`src/rtl/ctxwin_pkg.sv`:
```
package ctxwin_pkg;
  localparam int DATA_W  = 32;
  localparam int ADDR_W  = 8;
  localparam int OFF_W   = 7;
  localparam int MASK_W  = 6;
  localparam int PIN_W   = 6;
  localparam int PIN_MAX = 5;
  localparam int MAP_EN  = 31;
  localparam int CMP_BIT = 1;
  localparam logic [MASK_W-1:0] MASK_RST = 6'h32;

  localparam logic [OFF_W-1:0] OFF_CTL   = 7'h00;
  localparam logic [OFF_W-1:0] OFF_PEND  = 7'h04;
  localparam logic [OFF_W-1:0] OFF_MASK  = 7'h08;
  localparam logic [OFF_W-1:0] OFF_MSET  = 7'h0C;
  localparam logic [OFF_W-1:0] OFF_MCLR  = 7'h10;
  localparam logic [OFF_W-1:0] OFF_CMAP  = 7'h14;
  localparam logic [OFF_W-1:0] OFF_OADDR = 7'h18;
  localparam logic [OFF_W-1:0] OFF_IDENT = 7'h1C;
  localparam logic [OFF_W-1:0] OFF_CMPLO = 7'h20;
  localparam logic [OFF_W-1:0] OFF_CMPHI = 7'h24;

  typedef struct packed {
    logic mset;
    logic mclr;
    logic cmap;
    logic oaddr;
    logic cmplo;
  } wr_strb_t;

  typedef enum logic [2:0] {
    RS_ZERO, RS_PEND, RS_MASK, RS_CMAP, RS_OADDR, RS_IDENT, RS_CMPLO
  } rd_sel_e;
endpackage

```
`src/rtl/ctxwin_sel.sv`:
```
module ctxwin_sel #(
  parameter int NUM_CTX = 4,
  parameter int CTX_W   = 2
) (
  input  logic [CTX_W-1:0]         req_ctx_i,
  input  logic                     other_i,
  input  logic [NUM_CTX*CTX_W-1:0] oaddr_flat_i,
  output logic [CTX_W-1:0]         tgt_o,
  output logic                     tgt_ok_o
);
  logic [CTX_W-1:0] safe_idx;
  logic [CTX_W-1:0] ptr;

  assign tgt_ok_o = (32'(req_ctx_i) < NUM_CTX);
  assign safe_idx = tgt_ok_o ? req_ctx_i : '0;
  assign ptr      = oaddr_flat_i[safe_idx*CTX_W +: CTX_W];
  assign tgt_o    = other_i ? ptr : req_ctx_i;
endmodule

```
`src/rtl/ctxwin_decode.sv`:
```
module ctxwin_decode
  import ctxwin_pkg::*;
(
  input  logic             req_i,
  input  logic             we_i,
  input  logic             ok_i,
  input  logic [OFF_W-1:0] off_i,
  output wr_strb_t         strb_o,
  output rd_sel_e          rd_sel_o,
  output logic             rd_en_o
);
  logic wr_en;

  assign wr_en   = req_i && we_i && ok_i;
  assign rd_en_o = req_i && !we_i && ok_i;

  always_comb begin
    strb_o       = '0;
    strb_o.mset  = wr_en && (off_i == OFF_MSET);
    strb_o.mclr  = wr_en && (off_i == OFF_MCLR);
    strb_o.cmap  = wr_en && (off_i == OFF_CMAP);
    strb_o.oaddr = wr_en && (off_i == OFF_OADDR);
    strb_o.cmplo = wr_en && (off_i == OFF_CMPLO);
  end

  always_comb begin
    case (off_i)
      OFF_PEND:  rd_sel_o = RS_PEND;
      OFF_MASK:  rd_sel_o = RS_MASK;
      OFF_CMAP:  rd_sel_o = RS_CMAP;
      OFF_OADDR: rd_sel_o = RS_OADDR;
      OFF_IDENT: rd_sel_o = RS_IDENT;
      OFF_CMPLO: rd_sel_o = RS_CMPLO;
      default:   rd_sel_o = RS_ZERO; // control, compare-high, write-only, unknown
    endcase
  end
endmodule

```
`src/rtl/ctxwin_slot.sv`:
```
module ctxwin_slot
  import ctxwin_pkg::*;
#(
  parameter int NUM_CTX = 4,
  parameter int CTX_W   = 2
) (
  input  logic              clk_i,
  input  logic              rst_ni,
  input  logic              hit_i,
  input  wr_strb_t          strb_i,
  input  logic [DATA_W-1:0] wdata_i,
  input  logic              expire_i,
  output logic [MASK_W-1:0] mask_o,
  output logic [DATA_W-1:0] cmap_o,
  output logic [CTX_W-1:0]  oaddr_o,
  output logic              pend_o
);
  logic [MASK_W-1:0] mask_q;
  logic              map_en_q;
  logic [PIN_W-1:0]  map_pin_q;
  logic [CTX_W-1:0]  oaddr_q;
  logic              pend_q;
  logic              cmap_ok;
  logic              oaddr_ok;

  assign cmap_ok  = (wdata_i[PIN_W-1:0] <= PIN_W'(PIN_MAX));
  assign oaddr_ok = (wdata_i < DATA_W'(NUM_CTX));

  always_ff @(posedge clk_i or negedge rst_ni) begin
    if (!rst_ni) begin
      mask_q    <= MASK_RST;
      map_en_q  <= 1'b1;
      map_pin_q <= '0;
      oaddr_q   <= '0;
      pend_q    <= 1'b0;
    end else begin
      if (hit_i && strb_i.mset) mask_q <= mask_q | wdata_i[MASK_W-1:0];
      else if (hit_i && strb_i.mclr) mask_q <= mask_q & ~wdata_i[MASK_W-1:0];
      if (hit_i && strb_i.cmap && cmap_ok) begin
        map_en_q  <= wdata_i[MAP_EN];
        map_pin_q <= wdata_i[PIN_W-1:0];
      end
      if (hit_i && strb_i.oaddr && oaddr_ok) oaddr_q <= wdata_i[CTX_W-1:0];
      // expiry beats the clear of a same-cycle compare write
      if (expire_i) pend_q <= 1'b1;
      else if (hit_i && strb_i.cmplo) pend_q <= 1'b0;
    end
  end

  assign mask_o  = mask_q;
  assign cmap_o  = {map_en_q, {(DATA_W-PIN_W-1){1'b0}}, map_pin_q};
  assign oaddr_o = oaddr_q;
  assign pend_o  = pend_q;

  assert_oaddr_range_R2: assert property (@(posedge clk_i) disable iff (!rst_ni)
    32'(oaddr_q) < NUM_CTX);
  assert_mask_hold_R3: assert property (@(posedge clk_i) disable iff (!rst_ni)
    !(hit_i && (strb_i.mset || strb_i.mclr)) |=> $stable(mask_q));
  assert_cmap_pin_R5: assert property (@(posedge clk_i) disable iff (!rst_ni)
    map_pin_q <= PIN_W'(PIN_MAX));
  assert_pend_set_R9: assert property (@(posedge clk_i) disable iff (!rst_ni)
    expire_i |=> pend_q);
endmodule

```
`src/rtl/ctxwin_top.sv`:
```
module ctxwin_top
  import ctxwin_pkg::*;
#(
  parameter int NUM_CTX = 4,
  localparam int CTX_W  = (NUM_CTX > 1) ? $clog2(NUM_CTX) : 1
) (
  input  logic                      clk_i,
  input  logic                      rst_ni,
  input  logic                      req_i,
  input  logic                      we_i,
  input  logic [CTX_W-1:0]          req_ctx_i,
  input  logic [ADDR_W-1:0]         addr_i,
  input  logic [DATA_W-1:0]         wdata_i,
  output logic [DATA_W-1:0]         rdata_o,
  input  logic [NUM_CTX-1:0]        cmp_expire_i,
  input  logic [NUM_CTX*DATA_W-1:0] cmp_rdata_i,
  output logic                      cmp_we_o,
  output logic [CTX_W-1:0]          cmp_ctx_o,
  output logic [DATA_W-1:0]         cmp_wdata_o,
  output logic [NUM_CTX*MASK_W-1:0] mask_o,
  output logic [NUM_CTX*DATA_W-1:0] cmap_o,
  output logic [NUM_CTX-1:0]        pend_o
);
  logic [CTX_W-1:0]         tgt;
  logic                     tgt_ok;
  logic [NUM_CTX*CTX_W-1:0] oaddr_flat;
  wr_strb_t                 strb;
  rd_sel_e                  rd_sel;
  logic                     rd_en;
  logic [DATA_W-1:0]        rd_val;
  logic [DATA_W-1:0]        rdata_q;

  logic [MASK_W-1:0] mask_a  [NUM_CTX];
  logic [DATA_W-1:0] cmap_a  [NUM_CTX];
  logic [CTX_W-1:0]  oaddr_a [NUM_CTX];
  logic              pend_a  [NUM_CTX];

  ctxwin_sel #(.NUM_CTX(NUM_CTX), .CTX_W(CTX_W)) u_sel (
    .req_ctx_i   (req_ctx_i),
    .other_i     (addr_i[ADDR_W-1]),
    .oaddr_flat_i(oaddr_flat),
    .tgt_o       (tgt),
    .tgt_ok_o    (tgt_ok)
  );

  ctxwin_decode u_dec (
    .req_i   (req_i),
    .we_i    (we_i),
    .ok_i    (tgt_ok),
    .off_i   (addr_i[OFF_W-1:0]),
    .strb_o  (strb),
    .rd_sel_o(rd_sel),
    .rd_en_o (rd_en)
  );

  for (genvar c = 0; c < NUM_CTX; c++) begin : g_ctx
    ctxwin_slot #(.NUM_CTX(NUM_CTX), .CTX_W(CTX_W)) u_slot (
      .clk_i   (clk_i),
      .rst_ni  (rst_ni),
      .hit_i   (32'(tgt) == c),
      .strb_i  (strb),
      .wdata_i (wdata_i),
      .expire_i(cmp_expire_i[c]),
      .mask_o  (mask_a[c]),
      .cmap_o  (cmap_a[c]),
      .oaddr_o (oaddr_a[c]),
      .pend_o  (pend_a[c])
    );
    assign oaddr_flat[c*CTX_W +: CTX_W]  = oaddr_a[c];
    assign mask_o[c*MASK_W +: MASK_W]    = mask_a[c];
    assign cmap_o[c*DATA_W +: DATA_W]    = cmap_a[c];
    assign pend_o[c]                     = pend_a[c];
  end

  always_comb begin
    rd_val = '0;
    case (rd_sel)
      RS_PEND:  rd_val[CMP_BIT] = pend_a[tgt];
      RS_MASK:  rd_val = DATA_W'(mask_a[tgt]);
      RS_CMAP:  rd_val = cmap_a[tgt];
      RS_OADDR: rd_val = DATA_W'(oaddr_a[tgt]);
      RS_IDENT: rd_val = DATA_W'(tgt);
      RS_CMPLO: rd_val = cmp_rdata_i[tgt*DATA_W +: DATA_W];
      default:  rd_val = '0;
    endcase
  end

  always_ff @(posedge clk_i or negedge rst_ni) begin
    if (!rst_ni) rdata_q <= '0;
    else         rdata_q <= rd_en ? rd_val : '0;
  end

  assign rdata_o     = rdata_q;
  assign cmp_we_o    = strb.cmplo;
  assign cmp_ctx_o   = tgt;
  assign cmp_wdata_o = wdata_i;

  assert_ctl_zero_R5: assert property (@(posedge clk_i) disable iff (!rst_ni)
    (req_i && !we_i && addr_i[OFF_W-1:0] == OFF_CTL) |=> rdata_o == '0);
  assert_ident_R4: assert property (@(posedge clk_i) disable iff (!rst_ni)
    (req_i && !we_i && tgt_ok && addr_i[OFF_W-1:0] == OFF_IDENT)
      |=> rdata_o == DATA_W'($past(tgt)));
  assert_idle_zero_R10: assert property (@(posedge clk_i) disable iff (!rst_ni)
    !(req_i && !we_i) |=> rdata_o == '0);
  assert_cmp_fwd_R8: assert property (@(posedge clk_i) disable iff (!rst_ni)
    cmp_we_o |-> (req_i && we_i && cmp_wdata_o == wdata_i));
endmodule

```
`config.mk`:
```
export PLATFORM = sky130hd
export DESIGN_NAME = ctxwin_top
export DESIGN_NICKNAME = d
export VERILOG_FILES = /design/src/rtl/ctxwin_pkg.sv /design/src/rtl/ctxwin_sel.sv /design/src/rtl/ctxwin_decode.sv /design/src/rtl/ctxwin_slot.sv /design/src/rtl/ctxwin_top.sv
export SDC_FILE = /design/constraint.sdc
export NUM_CORES = 1
export LEC_CHECK = 0
export CAP_MARGIN = 20
export CORE_AREA = 5 5 154 156
export CTS_BUF_LIST = sky130_fd_sc_hd__clkbuf_8
export CTS_CLUSTER_DIAMETER = 60
export DETAILED_ROUTE_END_ITERATION = 8
export DIE_AREA = 0 0 159 161
export PLACE_DENSITY = 0.67
export SLEW_MARGIN = 0
export SYNTH_ARGS = -nofsm -noshare
export SYNTH_HDL_FRONTEND = slang
export SYNTH_SLANG_ARGS = --single-unit
```
`constraint.sdc`:
```
create_clock -name clk_i -period 4.2 [get_ports clk_i]
set_input_delay 1.26 -clock clk_i [delete_from_list [all_inputs] [get_ports clk_i]]
set_output_delay 1.26 -clock clk_i [all_outputs]
set_load 0.1 [all_outputs]
```
==> impl_metrics.env <==
export IMPL_status="finished clean"
export IMPL_drc=0
export IMPL_num_io_pins=401
export IMPL_maxSlewViolCount=0
export IMPL_final_common_cell="clkdlybuf4s50_1"
export IMPL_grt_max_degree=58
export IMPL_ys_top_cells_by_area="dfrtp_1, buf_4, mux4_2, dfstp_2, mux2_2"
export IMPL_clock_sinks=96
export IMPL_grt_use_total_pct=19.09
export IMPL_finalPower_w=0.002547
export IMPL_hold_viol=0
export IMPL_die_area_um2=25600
export IMPL_required_ps=2940
export IMPL_ys_async_sr_fraction_pct=100.0
export IMPL_critPathArrivalTime_ps=2840
export IMPL_drt_wl_total_um=25680
export IMPL_start_kind="primary input"
export IMPL_fillers=2095
export IMPL_finClkSkew_ps=25.48
export IMPL_clockRootBuffer="clkbuf_8"
export IMPL_die_width_um=159
export IMPL_first_pass_iters=5
export IMPL_area_growth_pct=47.75
export IMPL_synth_compound_area_share_pct=11.12
export IMPL_core_area_um2=22230
export IMPL_end_kind="primary output"
export IMPL_grt_pass1_vias=5949
export IMPL_start_util_pct=30.21
export IMPL_cts_hold_buf=0
export IMPL_synth_simple_gate_area_share_pct=16.88
export IMPL_synth_top_family_by_area="buffers and inverters"
export IMPL_final_util_pct=44.64
export IMPL_rows=55
export IMPL_slew_headroom_pct=31.65
export IMPL_finalSetupViolCount=0
export IMPL_htree_num_levels=3
export IMPL_synth_warnings=0
export IMPL_dp_hpwl_um=20810
export IMPL_path_clk_slew_ps=120
export IMPL_post_synth_fa_ha_maj_area_fraction_pct=0
export IMPL_cts_tree="built"
export IMPL_seq_area_frac_synth_pct=36.07
export IMPL_path_max_fanout=3
export IMPL_crit_slowest_cell="nor3_1"
export IMPL_grt_overflow=0
export IMPL_syn_avg_cell_area_um2=10.48
export IMPL_crit_type="primary input to primary output"
export IMPL_cts_buffers=9
export IMPL_fin_crit_sh_pct=97.69
export IMPL_cts_setup_buffers=0
export IMPL_synth_ff_type="dfrtp_1"
export IMPL_gp_congestion=0.9200
export IMPL_fin_setup_tns_ps=0
export IMPL_drive_above_1_share_pct=23.09
export IMPL_die_h_um=161
export IMPL_antenna_found_initial=1
export IMPL_crit_chain="clkdlybuf4s50_1 -> nor3_1 -> nand4_1 -> nor2_2 -> buf_12"
export IMPL_mostFrequentLayoutCells="clkdlybuf4s50_1, conb_1, dfrtp_1"
export IMPL_worst_pin_slew_ps=1022
export IMPL_rsz0062_at_grt="no"
export IMPL_synth_xor_area_share_pct=0
export IMPL_via_per_inst=4.899
export IMPL_syn_area_um2=6715
export IMPL_leakage_nw=4.215
export IMPL_synthDistinctLibCells=64
export IMPL_yosysTopAreaCell="dfrtp_1"
export IMPL_netlist_instances=641
export IMPL_yosysTopAreaCellShare_pct=29.81
export IMPL_final_nets=1091
export IMPL_ctsResizeCount=0
export IMPL_synth_seq_cells=96
export IMPL_drt_iter0_markers=558
export IMPL_maxCapViolCount=0
export IMPL_clock_latency_ps=390
export IMPL_ant_nets=0
export IMPL_vias=5898
export IMPL_grt_pass1_wl_um=37710
export IMPL_hp_class="flop to flop"
export IMPL_powerDensity_nw_per_um2=256.7
export IMPL_fin_crit_ps=4103
export IMPL_fmax_mhz=243.7
export IMPL_peakVddDrop_mv=0.1594
export IMPL_clockBufferDepth=2
export IMPL_portBuffers=300
export IMPL_wire_per_inst_um=21.33
export IMPL_synth_edff_count=0
export IMPL_synthMuxAreaShare_pct=17.12
export IMPL_cp_slowest_stage_delay_ps=500
[cell type report]
class                      count  area [um2]  area share, %
clock buffer                   9       123.9          1.248
sequential                    96        2422          24.41
multi-input combinational    464        3408          34.35
tap                          285       356.6          3.594
antenna                        1       2.502        0.02522
inverter                       6       22.52         0.2270
clock inverter                 7       82.58         0.8323
timing repair buffer         336        3503          35.31
[where the power goes]
| part | switching (W) | internal (W) |
|---|---|---|
| Combinational | 0.000709 | 0.000284 |
| Sequential | 0.00000571 | 0.000930 |
| Clock | 0.000381 | 0.000237 |
[worst max-delay path, delay by kind of cell]
kind / cells / cell delay (ps)
buffers and inverters: 2 / 630
AND/OR/NAND/NOR: 3 / 940
[layer usage]
| metal | track usage, % | up-vias | wire [um] |
|---|---|---|---|
| li1 | - | 2627 | - |
| met1 | 22.48 | 2857 | 9628 |
| met2 | 33.61 | 377 | 13070 |
| met3 | 5.333 | 37 | 2378 |
| met4 | 6.359 | 0 | 609 |
| met5 | 0 | - | 0 |
[worst paths after layout]
check	from	slack [ps]	cells after the start	endpoint
min in group asynchronous	rst_ni	890	1	rdata_o[6]
max	addr_i[1]	100	5	cmp_we_o
min	g_ctx[3].u_slot.map_pin_q[5]	530	1	g_ctx[3].u_slot.map_pin_q[5]
max in group asynchronous	rst_ni	2520	2	asynchronous set/reset pin
max reg2reg	g_ctx[3].u_slot.oaddr_o[0]	1740	8	rdata_o[31]
min reg2reg	g_ctx[3].u_slot.map_pin_q[5]	530	1	g_ctx[3].u_slot.map_pin_q[5]
[kinds of logic after synthesis]
group	count (synthesis)
mux	70
flops	96
compound gates	100
simple gates	194
buf+inv	180
other cells	1
[per-stage QoR]
step / instance area [um2] / worst slack [ps] / std cells / hold slack, ps
2_1_floorplan: 7089 / 169.0 / 740 / 494.8
3_3_place_gp: 9713 / 161.6 / 1187 / 495.7
3_5_place_dp: 9713 / 97.32 / 1187 / 499.2
4_1_cts: 9920 / 90.42 / 1203 / 529.4
5_1_grt: 9922 / 25.49 / 1204 / 548.2
6_report: 9922 / 96.93 / 1204 / 533.3
[cells in the mapped netlist (all sizes together), types with 4 or more instances]
cell    count
nand4       5
nand3b      6
o31ai      10
a31oi       4
nor2       17
nand2b      7
o21ai      14
mux4       32
a21oi      11
dfstp      16
o211ai      4
mux2i      12
or3b        5
a21o        5
inv         6
nand3      15
nor4        9
clkbuf     15
mux2       26
dfrtp      80
and2       31
nand2      59
a22o       30
nor3       13
and3       10
buf       159
No activity file was read; power rests on OpenSTA's default activity.
